## src/rtl/cfg_bank_pkg.sv

```systemverilog
package cfg_bank_pkg;

  typedef struct packed {
    logic idxWr;
    logic idxRd;
    logic dataWr;
    logic dataRd;
  } cfgStrobe_t;

  localparam int unsigned BYTE_W = 8;

  localparam logic [BYTE_W-1:0] OFF_DEVSEL  = 8'h07;
  localparam logic [BYTE_W-1:0] OFF_BANK_LO = 8'h30;
  localparam logic [BYTE_W-1:0] OFF_ENABLE  = 8'h30;
  localparam logic [BYTE_W-1:0] OFF_BASE_HI = 8'h60;
  localparam logic [BYTE_W-1:0] OFF_BASE_LO = 8'h61;
  localparam logic [BYTE_W-1:0] FILL_NODEV  = 8'hFF;

endpackage

```

## src/rtl/cfg_bank_ctrl.sv

```systemverilog
module cfg_bank_ctrl
  import cfg_bank_pkg::*;
#(
  parameter int unsigned ADDR_W   = 16,
  parameter logic [ADDR_W-1:0] PORT_DEF = 16'h002E,
  parameter logic [ADDR_W-1:0] PORT_ALT = 16'h004E
) (
  input  logic [ADDR_W-1:0] ioAddr,
  input  logic              ioWr,
  input  logic              ioRd,
  input  logic              altPortSel,
  output cfgStrobe_t        strb
);

  logic [ADDR_W-1:0] idxPort;
  logic [ADDR_W-1:0] dataPort;
  logic              hitIdx;
  logic              hitData;

  always_comb begin
    idxPort  = altPortSel ? PORT_ALT : PORT_DEF;
    dataPort = idxPort + ADDR_W'(1);
    hitIdx   = (ioAddr == idxPort);
    hitData  = (ioAddr == dataPort);
  end

  always_comb begin
    strb        = '0;
    strb.idxWr  = ioWr & hitIdx;
    strb.idxRd  = ioRd & hitIdx;
    strb.dataWr = ioWr & hitData;
    strb.dataRd = ioRd & hitData;
  end

endmodule

```

## src/rtl/cfg_bank_dp.sv

```systemverilog
module cfg_bank_dp
  import cfg_bank_pkg::*;
#(
  parameter int unsigned NUM_DEV = 4,
  parameter int unsigned BASE_W  = 2 * BYTE_W
) (
  input  logic                      clk,
  input  logic                      rstN,
  input  cfgStrobe_t                strb,
  input  logic [BYTE_W-1:0]         ioWdata,
  output logic [BYTE_W-1:0]         ioRdata,
  output logic                      ioRdValid,
  output logic [NUM_DEV*BASE_W-1:0] devBase,
  output logic [NUM_DEV-1:0]        devBaseValid
);

  localparam int unsigned SEL_W = (NUM_DEV > 1) ? $clog2(NUM_DEV) : 1;

  logic [BYTE_W-1:0] indexQ;
  logic [BYTE_W-1:0] devSelQ;
  logic              inBank;
  logic              devOk;
  logic [SEL_W-1:0]  devIdx;

  logic [NUM_DEV-1:0] enQ;
  logic [BYTE_W-1:0]  baseHiQ [NUM_DEV];
  logic [BYTE_W-1:0]  baseLoQ [NUM_DEV];

  logic [BYTE_W-1:0] globalRd;
  logic [BYTE_W-1:0] bankRd;
  logic [BYTE_W-1:0] rdMux;
  logic              rdAny;

  always_comb begin
    inBank = (indexQ >= OFF_BANK_LO);
    devOk  = (devSelQ < BYTE_W'(NUM_DEV));
    devIdx = devSelQ[SEL_W-1:0];
  end

  always_ff @(posedge clk or negedge rstN) begin
    if (!rstN) begin
      indexQ <= '0;
    end else if (strb.idxWr) begin
      indexQ <= ioWdata;
    end
  end

  always_ff @(posedge clk or negedge rstN) begin
    if (!rstN) begin
      devSelQ <= '0;
    end else if (strb.dataWr && indexQ == OFF_DEVSEL) begin
      devSelQ <= ioWdata;
    end
  end

  for (genvar d = 0; d < NUM_DEV; d++) begin : g_dev
    logic bankWr;
    assign bankWr = strb.dataWr & inBank & devOk & (devIdx == SEL_W'(d));

    always_ff @(posedge clk or negedge rstN) begin
      if (!rstN) begin
        enQ[d]     <= 1'b0;
        baseHiQ[d] <= '0;
        baseLoQ[d] <= '0;
      end else if (bankWr) begin
        unique case (indexQ)
          OFF_ENABLE:  enQ[d]     <= ioWdata[0];
          OFF_BASE_HI: baseHiQ[d] <= ioWdata;
          OFF_BASE_LO: baseLoQ[d] <= ioWdata;
          default: ;
        endcase
      end
    end

    assign devBase[d*BASE_W +: BASE_W] = {baseHiQ[d], baseLoQ[d]};
    assign devBaseValid[d]             = enQ[d];
  end

  always_comb begin
    globalRd = (indexQ == OFF_DEVSEL) ? devSelQ : '0;
    bankRd   = '0;
    if (!devOk) begin
      bankRd = FILL_NODEV;
    end else begin
      unique case (indexQ)
        OFF_ENABLE:  bankRd = {{(BYTE_W-1){1'b0}}, enQ[devIdx]};
        OFF_BASE_HI: bankRd = baseHiQ[devIdx];
        OFF_BASE_LO: bankRd = baseLoQ[devIdx];
        default:     bankRd = '0;
      endcase
    end
  end

  always_comb begin
    rdAny = strb.idxRd | strb.dataRd;
    if (strb.idxRd) begin
      rdMux = indexQ;
    end else if (strb.dataRd) begin
      rdMux = inBank ? bankRd : globalRd;
    end else begin
      rdMux = '0;
    end
  end

  always_ff @(posedge clk or negedge rstN) begin
    if (!rstN) begin
      ioRdValid <= 1'b0;
      ioRdata   <= '0;
    end else begin
      ioRdValid <= rdAny;
      ioRdata   <= rdMux;
    end
  end

endmodule

```

## src/rtl/cfg_index_bank.sv

```systemverilog
module cfg_index_bank
  import cfg_bank_pkg::*;
#(
  parameter int unsigned NUM_DEV  = 4,
  parameter int unsigned ADDR_W   = 16,
  parameter logic [ADDR_W-1:0] PORT_DEF = 16'h002E,
  parameter logic [ADDR_W-1:0] PORT_ALT = 16'h004E,
  localparam int unsigned BASE_W  = 2 * BYTE_W
) (
  input  logic                      clk,
  input  logic                      rstN,
  input  logic [ADDR_W-1:0]         ioAddr,
  input  logic                      ioWr,
  input  logic                      ioRd,
  input  logic [BYTE_W-1:0]         ioWdata,
  input  logic                      altPortSel,
  output logic [BYTE_W-1:0]         ioRdata,
  output logic                      ioRdValid,
  output logic [NUM_DEV*BASE_W-1:0] devBase,
  output logic [NUM_DEV-1:0]        devBaseValid
);

  cfgStrobe_t strb;

  cfg_bank_ctrl #(
    .ADDR_W   (ADDR_W),
    .PORT_DEF (PORT_DEF),
    .PORT_ALT (PORT_ALT)
  ) u_ctrl (
    .ioAddr     (ioAddr),
    .ioWr       (ioWr),
    .ioRd       (ioRd),
    .altPortSel (altPortSel),
    .strb       (strb)
  );

  cfg_bank_dp #(
    .NUM_DEV (NUM_DEV),
    .BASE_W  (BASE_W)
  ) u_dp (
    .clk          (clk),
    .rstN         (rstN),
    .strb         (strb),
    .ioWdata      (ioWdata),
    .ioRdata      (ioRdata),
    .ioRdValid    (ioRdValid),
    .devBase      (devBase),
    .devBaseValid (devBaseValid)
  );

endmodule

```

## config.mk

```make
export PLATFORM = sky130hd
export DESIGN_NAME = cfg_index_bank
export DESIGN_NICKNAME = d
export VERILOG_FILES = /design/src/rtl/cfg_bank_pkg.sv /design/src/rtl/cfg_bank_ctrl.sv /design/src/rtl/cfg_bank_dp.sv /design/src/rtl/cfg_index_bank.sv
export SDC_FILE = /design/constraint.sdc
export NUM_CORES = 1
export LEC_CHECK = 0
export CORE_ASPECT_RATIO = 1.25
export CORE_MARGIN = 5
export CORE_UTILIZATION = 45
export CTS_CLUSTER_DIAMETER = 80
export DETAILED_ROUTE_END_ITERATION = 16
export PLACE_DENSITY = 0.76
export SETUP_SLACK_MARGIN = 0.05
export SYNTH_ARGS = -nofsm -noshare
export SYNTH_HDL_FRONTEND = slang
export SYNTH_SLANG_ARGS = --single-unit
```

## constraint.sdc

```tcl
create_clock -name clk -period 2.6 [get_ports clk]
set_input_delay 0.52 -clock clk [delete_from_list [all_inputs] [get_ports clk]]
set_output_delay 0.52 -clock clk [all_outputs]
set_load 0.02 [all_outputs]
```

After elaboration in Yosys (flattened, before gate mapping)
Cells that the tools add are included.

$add $sub $neg: 1. Multiply operators: 0. Divide/modulo/power cells: 0. Order comparisons: 4. Equality and inequality tests: 9. Shifts and indexed selects: 0. Multiplexer cells: 15. Bitwise logic cells: 12. Reductions and logical operators: 14.

Operators with widths (count): 8-bit two-way mux (9); 8-bit binary-select mux with 2-bit select (2); 16-bit equality test (2); 8-bit one-hot mux with 3 select lines (1); 2-bit AND reduction (12); 16-bit by 1-bit adder with 16-bit output, second input constant (1); 8-bit by 7-bit equality test with 1-bit output, second input constant (2); 1-bit AND (10); 8-bit by 3-bit equality test with 1-bit output, second input constant (1); 8-bit by 6-bit equality test with 1-bit output, second input constant (1); 8-bit by 6-bit >= comparator with 1-bit output, second input constant (1); 8-bit by 3-bit less-than comparator with 1-bit output, second input constant (1); 7-bit two-way mux (1); 2-bit equality test, second input constant (2); 3-bit >= comparator, second input constant (1); 2-bit by 3-bit less-than comparator with 1-bit output, second input constant (1); 2-bit NOT with 3-bit output (1); 1-bit binary-select mux with 2-bit select (1); 2-bit by 1-bit equality test with 1-bit output, second input constant (1); 2-bit logical NOT (1); 1-bit logical AND (1); 1-bit two-way mux (1); 1-bit OR (1).

Bits in registers: 93. Latch bits: 0. RAM bits: 0. Bits in read-only memories: 0. Bits of input ports: 29. Output and inout bits: 77. Word-level logic and storage cells: 71. Memories kept: 0.

Depth between registers and ports, before layout
Gate-level depths: netlist (run 1).

Depth after elaboration: 9. Depth in mapped cells: 6. Mapped depth without buffers: 5.

By module
From an unflattened synthesis (run 1), not the netlist that was laid out.

Cell total of the unflattened synthesis: 304. Area, all modules: 4418.0 µm².

By module, submodules not included: cfg_bank_dp (instances 1, cells each 289, area an instance 4310.4 µm², sequential area each 2327.2 µm²); cfg_bank_ctrl (instances 1, cells each 15, area an instance 107.6 µm², sequential area each 0.0 µm²).

Worst setup path after synthesis (run 1)
OpenSTA, ideal clock, no wires.

Path kind: register to register. From: register u_dp.devSelQ[6]. To: register u_dp.baseHiQ, in the netlist u_dp.devBase[25]. Library setup time: 0.125 ns. Arrival: 2.526 ns. Data required time: 2.475 ns. Setup slack: -0.051 ns. Stages on the path, launching flop included: 7. Path buffers: 1. Period minus slack after synthesis: 2.651 ns. Path through: dfrtp_1 -> or4_1 -> or4_4 -> buf_6 -> or4_4 -> nor2_8 -> mux2_2.

Longest elaborated chain between the ends: 4.

Ends and longest elaborated chain: start, declared (line cfg_bank_dp.sv:20) `logic [BYTE_W-1:0] devSelQ;`; start signal, assigned (line cfg_bank_dp.sv:52) `devSelQ <= ioWdata;`; 8-bit by 3-bit less-than comparator with 1-bit output (line cfg_bank_dp.sv:36) `devOk = (devSelQ < BYTE_W'(NUM_DEV));`; 1-bit AND (2 in a row) (line cfg_bank_dp.sv:58) `assign bankWr = strb.dataWr & inBank & devOk & (devIdx == SEL_W'(d));`; 2-bit AND reduction (no source line); end signal, assigned by index (line cfg_bank_dp.sv:68) `OFF_BASE_HI: baseHiQ[d] <= ioWdata;`; end, declared (line cfg_bank_dp.sv:26) `logic [BYTE_W-1:0] baseHiQ [NUM_DEV];`.

No other way between the ends. A chain may end at the register's enable or synchronous reset.

Final worst setup path (run 1)
From: register u_dp.devSelQ[5]. To: register u_dp.baseHiQ, in the netlist u_dp.devBase[59].

The elaborated chain is that of the path after synthesis.

==> results.json, run 1 <==
{
  "path_class": "flop to flop",
  "synth_top_cells_by_area": "sky130_fd_sc_hd__dfrtp_1 (52%), sky130_fd_sc_hd__mux2_2 (21%), sky130_fd_sc_hd__mux4_2 (8.6%), sky130_fd_sc_hd__nor4_4 (2.4%), sky130_fd_sc_hd__mux2i_1 (1.8%)",
  "ant_nets": 0,
  "rows": 40,
  "grt_max_degree": 69,
  "timing.final.crit_period_ns": 2.618,
  "io-pin-count": 106,
  "yosys.area.top_type": "sky130_fd_sc_hd__dfrtp_1",
  "grt_antenna_before_repair": 0,
  "critPathLaunchType": "flop",
  "fraction_of_final_layout_cells_with_drive_strength_greater_than_1": 0.3865,
  "wl_per_cell_microns": 21.99,
  "port_buffers": 105,
  "p_int_mw": 2.328,
  "detail_route.drc_violations": 0,
  "die_h_microns": 121.2,
  "number_of_enable_flip_flop_cells_after_synthesis": 0,
  "dpl.cell_count": 552,
  "drt_wl_total_mm": 12.56,
  "timing_max_transition_violations_final": 0,
  "area_of_the_core_sq_um": 9659,
  "timing.critical_path.to_type": "flop",
  "async_sr_flop_fraction": 1.000,
  "yosys_register_bits": 93,
  "ir_worst_vdd_mv": 0.3866,
  "cts_htree_levels": 3,
  "drt_iter0_drc": 189,
  "syn-mean-instance-area_sq_um": 14.73,
  "synth-seq-area-share": 0.5231,
  "ff_latch_area_sq_um": 2327,
  "start_util": 0.4606,
  "fp.dieW_microns": 98.94,
  "worst_slew_margin_relative_to_its_limit": 0.4229,
  "fillers": 669,
  "clock_tree_from_tritoncts": "built",
  "achievable-frequency_mhz": 382.0,
  "fin_crit_sh": 1.007,
  "grtUsageTotal": 0.2146,
  "clkLatencyLatePin_ns": 0.34,
  "timing.critical_path.arrival_ns": 2.84,
  "area_growth_syn_to_layout_pct": 43.93,
  "synth_ff_type": "sky130_fd_sc_hd__dfrtp_1",
  "yosys.cell_count.top_type": "sky130_fd_sc_hd__dfrtp_1",
  "power.share.switching": 0.2066,
  "vias_per_cell": 5.657,
  "syn-num-nets": 331,
  "rsz_0062_raised_after_global_routing": "true",
  "power.leakage_nw": 2.836,
  "outcome": "finished, violations left",
  "fp.dieArea_sq_um": 11990,
  "final_critical_path_setup_slack_ns": -0.01780,
  "drt-pass1-iter-count": 4,
  "antenna_cells_inserted": 0,
  "final_core_util": 0.6630,
  "hold_path.class": "primary input to async pin",
  "path_clk_slew_ns": 0.06,
  "part_of_the_power_in_the_clock_network": 0.471,
  "grt_first_pass_wirelength_mm": 19.74,
  "p_sw_uw": 606.3,
  "finClkSkew_ns": 0.005074,
  "dpl.hpwl_mm": 8.907,
  "dp_worst_setup_slack_ns": -0.2554,
  "post_route_total_power_mw": 2.934,
  "max_slew.worst_pin.slew_ns": 0.8657,
  "synth_top_area_frac": 0.5231,
  "multiInputGateArea_sq_um": 2171,
  "timing.critical_path.required_ns": 2.82,
  "cts-root-buf": "sky130_fd_sc_hd__clkbuf_16",
  "final-instance-count-excl-fill": 571,
  "cts.path.max_buffers": 2,
  "nets": 470,
  "yosysUniqueCellTypes": 36,
  "final.setup.tns_ns": -0.1280,
  "max-cap-violations": 0,
  "pwr-share-comb": 0.036,
  "synth.cells.most_frequent": "sky130_fd_sc_hd__dfrtp_1 (93), sky130_fd_sc_hd__mux2_2 (84), sky130_fd_sc_hd__mux4_2 (17)",
  "netlist_area_sq_um": 4449,
  "vias_in_the_first_global_route": 3527,
  "final_hold_viols": 0,
  "failed_checks": "setup timing",
  "syn_inst": 302,
  "worst-path-max-fanout": 8,
  "cts-buffers-inserted": 9,
  "gp_congestion": 0.8841,
  "pwr-share-seq": 0.493,
  "power_per_cell_area_nw_per_um2": 458.2,
  "setup_viol": 11,
  "dr_total_vias": 3230,
  "synth-warning-count": 0,
  "globalRouteOverflowTotal": 0,
  "cts_num_sinks": 93
}
==> placed cells by master (no fill, tap or decap), types with 5 or more instances in the layout <==
cell type                           n
sky130_fd_sc_hd__nor2_1             8
sky130_fd_sc_hd__or4_4              5
sky130_fd_sc_hd__clkdlybuf4s50_1  104
sky130_fd_sc_hd__mux2_2            68
sky130_fd_sc_hd__clkbuf_16          9
sky130_fd_sc_hd__a21boi_0           6
sky130_fd_sc_hd__nor4_4             6
sky130_fd_sc_hd__buf_4             28
sky130_fd_sc_hd__buf_12             8
sky130_fd_sc_hd__a32o_1             6
sky130_fd_sc_hd__o21ai_0            6
sky130_fd_sc_hd__mux4_2            17
sky130_fd_sc_hd__dfrtp_1           93
sky130_fd_sc_hd__mux2i_1            8
sky130_fd_sc_hd__nand2_1           11
sky130_fd_sc_hd__mux2_4            16
==> path summary, 6_finish.rpt <==
path	start	endpoint	slack, ns	depth (start not counted)
setup / recovery	u_dp.devSelQ[5]	u_dp.devBase[59]	-0.02	6
hold / removal	rstN	u_dp.devBase[12]	0.27	1
setup reg to reg	u_dp.devSelQ[5]	u_dp.devBase[59]	-0.02	6
hold reg to reg	u_dp.devBaseValid[3]	u_dp.devBaseValid[3]	0.54	1
max in group asynchronous	rstN	u_dp.devSelQ[4]	1.56	2
min in group clk	u_dp.devBaseValid[3]	u_dp.devBaseValid[3]	0.54	1
==> cell type report <==
type,instances,share of cell area
clock inverter,6,0.01387
multi-input combinational,195,0.3390
clock buffer,9,0.03517
timing repair buffer,142,0.2239
sequential,93,0.3634
tap,126,0.02462
==> cell families after synthesis <==
kind of cell,after synthesis,synth area share
buffers and inverters,14,0.01378
DFF,93,0.5231
muxes,109,0.3166
and+or+nand+nor,62,0.1049
AOI/OAI and AO/OA,24,0.04162
==> routing by layer <==
metal | vias to the layer above | routed length (microns) | global-route usage
met5 | - | 0 | 0
met4 | 0 | 264 | 0.07515
met3 | 18 | 538 | 0.04313
met2 | 94 | 6868 | 0.3849
met1 | 1669 | 4888 | 0.2539
li1 | 1449 | - | -
==> registers in the layout (all words and copies together), names as in the netlist <==
name	count
u_dp.ioRdValid	1
u_dp.devBaseValid	4
u_dp.devBase	64
u_dp.devSelQ	8
u_dp.ioRdata	8
u_dp.indexQ	8
==> power by group through the flow <==
stage	Sequential (mW)	Combinational (mW)	Clock, mW
final	1.45	0.106	1.38
after global routing	1.45	0.116	1.46
after CTS	1.45	0.105	1.41
after detailed placement	1.47	0.103	0
after global placement	1.47	0.102	0
after floorplan	1.47	0.00955	0
==> metrics by stage <==
step / hold WS (ns) / instance area, sq um
6_report: 0.2652 / 6404
5_1_grt: 0.3578 / 6404
4_1_cts: 0.3149 / 6359
3_5_place_dp: 0.5260 / 5917
3_3_place_gp: 0.5181 / 5917
2_1_floorplan: 0.2244 / 4468
==> timing repair <==
item	4_1_cts	5_1_grt
setup buffers	3	1
pin swaps	5	1
hold buffers	0	0
gates resized for setup	18	6
setup endpoints to repair	57	75
==> worst max-delay path, stage by stage, from the launching register on <==
cell and delay (ns):
sky130_fd_sc_hd__dfrtp_1 0.38, sky130_fd_sc_hd__or4_4 0.54, sky130_fd_sc_hd__or4_4 0.46, sky130_fd_sc_hd__or4_4 0.54
sky130_fd_sc_hd__nor2_4 0.12, sky130_fd_sc_hd__buf_12 0.13, sky130_fd_sc_hd__mux2_2 0.33
(Power assumes the default switching activity.)
==> run 2, diff against run 1 <==
CTS_BUF_LIST = sky130_fd_sc_hd__clkbuf_8   (was unset)
==> run 2 against run 1 <==
Against the previous run: the run still ends with setup timing left; global-route usage decreased by 1.0 points; die area unchanged; routed wire length decreased by 3.6%; clock power decreased by 25%; via count decreased by 0.56%; register-to-register slack about the same; worst hold slack got worse by 0.023 ns; sequential share of layout area increased by 0.93 points; first-iteration DRC count decreased by 13%; combinational power about the same; largest power group unchanged.
==> results.json, run 2 (synthesis gave the netlist of run 1 again) <==
{
  "critical_path.slowest_cell": "sky130_fd_sc_hd__or4_4",
  "achievable-frequency_mhz": 380.4,
  "setup_viol": 17,
  "drt_iter0_drc": 165,
  "final_hold_viols": 0,
  "final_critical_path_setup_slack_ns": -0.02916,
  "ant_nets": 0,
  "cts_htree_levels": 3,
  "fp.dieArea_sq_um": 11990,
  "clock_tree_from_tritoncts": "built",
  "rsz_0062_raised_after_global_routing": "true",
  "ir_worst_vdd_mv": 0.2844,
  "area_growth_syn_to_layout_pct": 40.33,
  "timing_max_transition_violations_final": 0,
  "timing.critical_path.required_ns": 2.85,
  "grt_max_degree": 69,
  "fraction_of_final_layout_cells_with_drive_strength_greater_than_1": 0.3801,
  "critPathLaunchType": "flop",
  "cts-root-buf": "sky130_fd_sc_hd__clkbuf_8",
  "gp_congestion": 0.8841,
  "dr_total_vias": 3212,
  "timing.final.crit_period_ns": 2.629,
  "reg2reg_to": "u_dp.devBase[59]",
  "max_slew.worst_pin.slew_ns": 0.8384,
  "critical_path.most_common_cell": "sky130_fd_sc_hd__or4_4",
  "timing.critical_path.arrival_ns": 2.88,
  "critical_path.max_stage_delay_ns": 0.54,
  "cts.hold.buffers_added": 0,
  "finClkSkew_ns": 0.007779,
  "die_h_microns": 121.2,
  "final-instance-count-excl-fill": 568,
  "final.setup.tns_ns": -0.2064,
  "rr_worst_depth": 6,
  "grt_antenna_before_repair": 0,
  "timing.critical_path.to_type": "flop",
  "path_class": "flop to flop",
  "start_util": 0.4606,
  "power_per_cell_area_nw_per_um2": 414.5,
  "final_cell_mix": "sky130_fd_sc_hd__clkdlybuf4s50_1 (104), sky130_fd_sc_hd__dfrtp_1 (93), sky130_fd_sc_hd__mux2_2 (67)",
  "timing.reg2reg.setup_slack_ns": -0.03,
  "power.leakage_nw": 2.768,
  "worst-path-max-fanout": 8,
  "hold_path.class": "primary input to async pin",
  "final_core_util": 0.6464,
  "vias_per_cell": 5.655,
  "cts.path.max_buffers": 2,
  "fp.dieW_microns": 98.94,
  "crit_path_cell_trace": "or4_4 -> or4_4 -> or4_4 -> nor2_4 -> buf_12 -> mux2_2",
  "area_of_the_core_sq_um": 9659,
  "cts-buffers-inserted": 9,
  "rows": 40,
  "worst_path_dominant_cell_family": "simple AND/OR/NAND/NOR gates",
  "wl_per_cell_microns": 21.31,
  "placedInstanceArea_sq_um": 5917,
  "fin_crit_sh": 1.011,
  "clkLatencyLatePin_ns": 0.36,
  "dpl.cell_count": 552,
  "dpl.hpwl_mm": 8.907,
  "failed_checks": "setup timing",
  "antenna_cells_inserted": 0,
  "holdWs_ns": 0.2426,
  "vias_in_the_first_global_route": 3459,
  "drt-pass1-iter-count": 4,
  "io-pin-count": 106,
  "design_area_sq_um": 6243,
  "outcome": "finished, violations left",
  "port_buffers": 105,
  "nets": 467,
  "drt_wl_total_mm": 12.10,
  "max-cap-violations": 0,
  "grtUsageTotal": 0.2043,
  "worst-path-buf-inv": 1,
  "worst_slew_margin_relative_to_its_limit": 0.4410,
  "reg2reg_from": "u_dp.devSelQ[6]",
  "max_ffs_per_register": 64,
  "grt_first_pass_wirelength_mm": 18.96,
  "path_clk_slew_ns": 0.09,
  "mostFrequentLayoutCell": "sky130_fd_sc_hd__clkdlybuf4s50_1",
  "detail_route.drc_violations": 0,
  "cts_num_sinks": 93,
  "globalRouteOverflowTotal": 0
}
[run 2: cell count changes in the layout (fill, tap and decap cells not counted)]
cell / previous run / this run
sky130_fd_sc_hd__buf_12: 8 / 6
sky130_fd_sc_hd__buf_4: 28 / 27
sky130_fd_sc_hd__clkbuf_16: 9 / 0
sky130_fd_sc_hd__clkbuf_8: 0 / 9
sky130_fd_sc_hd__mux2_2: 68 / 67
sky130_fd_sc_hd__mux2_4: 16 / 17
sky130_fd_sc_hd__nor4_1: 3 / 4
sky130_fd_sc_hd__nor4_4: 6 / 5
[run 2: report_power, final]
part | leakage (nW) | switching (mW) | internal (mW)
registers | 1.30 | 0.0000647 | 1.44
clock network | 0.101 | 0.504 | 0.536
logic | 1.37 | 0.0586 | 0.0447
total | 2.77 | 0.563 | 2.03
[run 2: metrics by stage]
step                worst slack (ns)  power, mW
global placement             -0.1628      1.576
finish                      -0.02916      2.588
CTS                         -0.02457      2.614
global route                -0.08293      2.675
detailed placement           -0.2554      1.577
floorplan                   0.001466      1.484
[run 2: area by class of cell]
| type | count | area (sq um) |
|---|---|---|
| clock buffer | 9 | 123.9 |
| fill | 697 | 3416 |
| multi-input combinational | 195 | 2160 |
| timing repair buffer | 139 | 1386 |
| sequential | 93 | 2327 |
| tap | 126 | 157.7 |
| clock inverter | 6 | 88.84 |
[run 2: metal layers]
layer  up-vias  track usage  wire (microns)
met2        97       0.3634            6465
met5         -            0               0
li1       1433            -               -
met4         0      0.07430             221
met1      1662       0.2442            4898
met3        20      0.03968             519
[run 2: timing repair]
action | in CTS | in global routing
buffers inserted | 1 | 0
endpoints found under the setup margin | 58 | 56
gates resized for setup | 13 | 10
pin swaps | 6 | 2
[run 2: how the worst max path moves through the flow]
stage,to,slack [ns],depth (start not counted),start
floorplan,u_dp.devBase[25],0.001,6,u_dp.devSelQ[6]
global placement,u_dp.devBase[49],-0.16,8,ioAddr[4]
detailed placement,u_dp.devBase[48],-0.26,8,ioAddr[4]
CTS,u_dp.devBase[59],-0.02,6,u_dp.devSelQ[6]
global route,u_dp.devBase[52],-0.08,6,u_dp.devSelQ[6]
finish,u_dp.devBase[59],-0.03,6,u_dp.devSelQ[6]
==> run 3, diff against run 2 <==
SLEW_MARGIN = 5   (was unset)
==> results of run 3 <==
Final layout, timing and power as in run 2 (identical DEF).
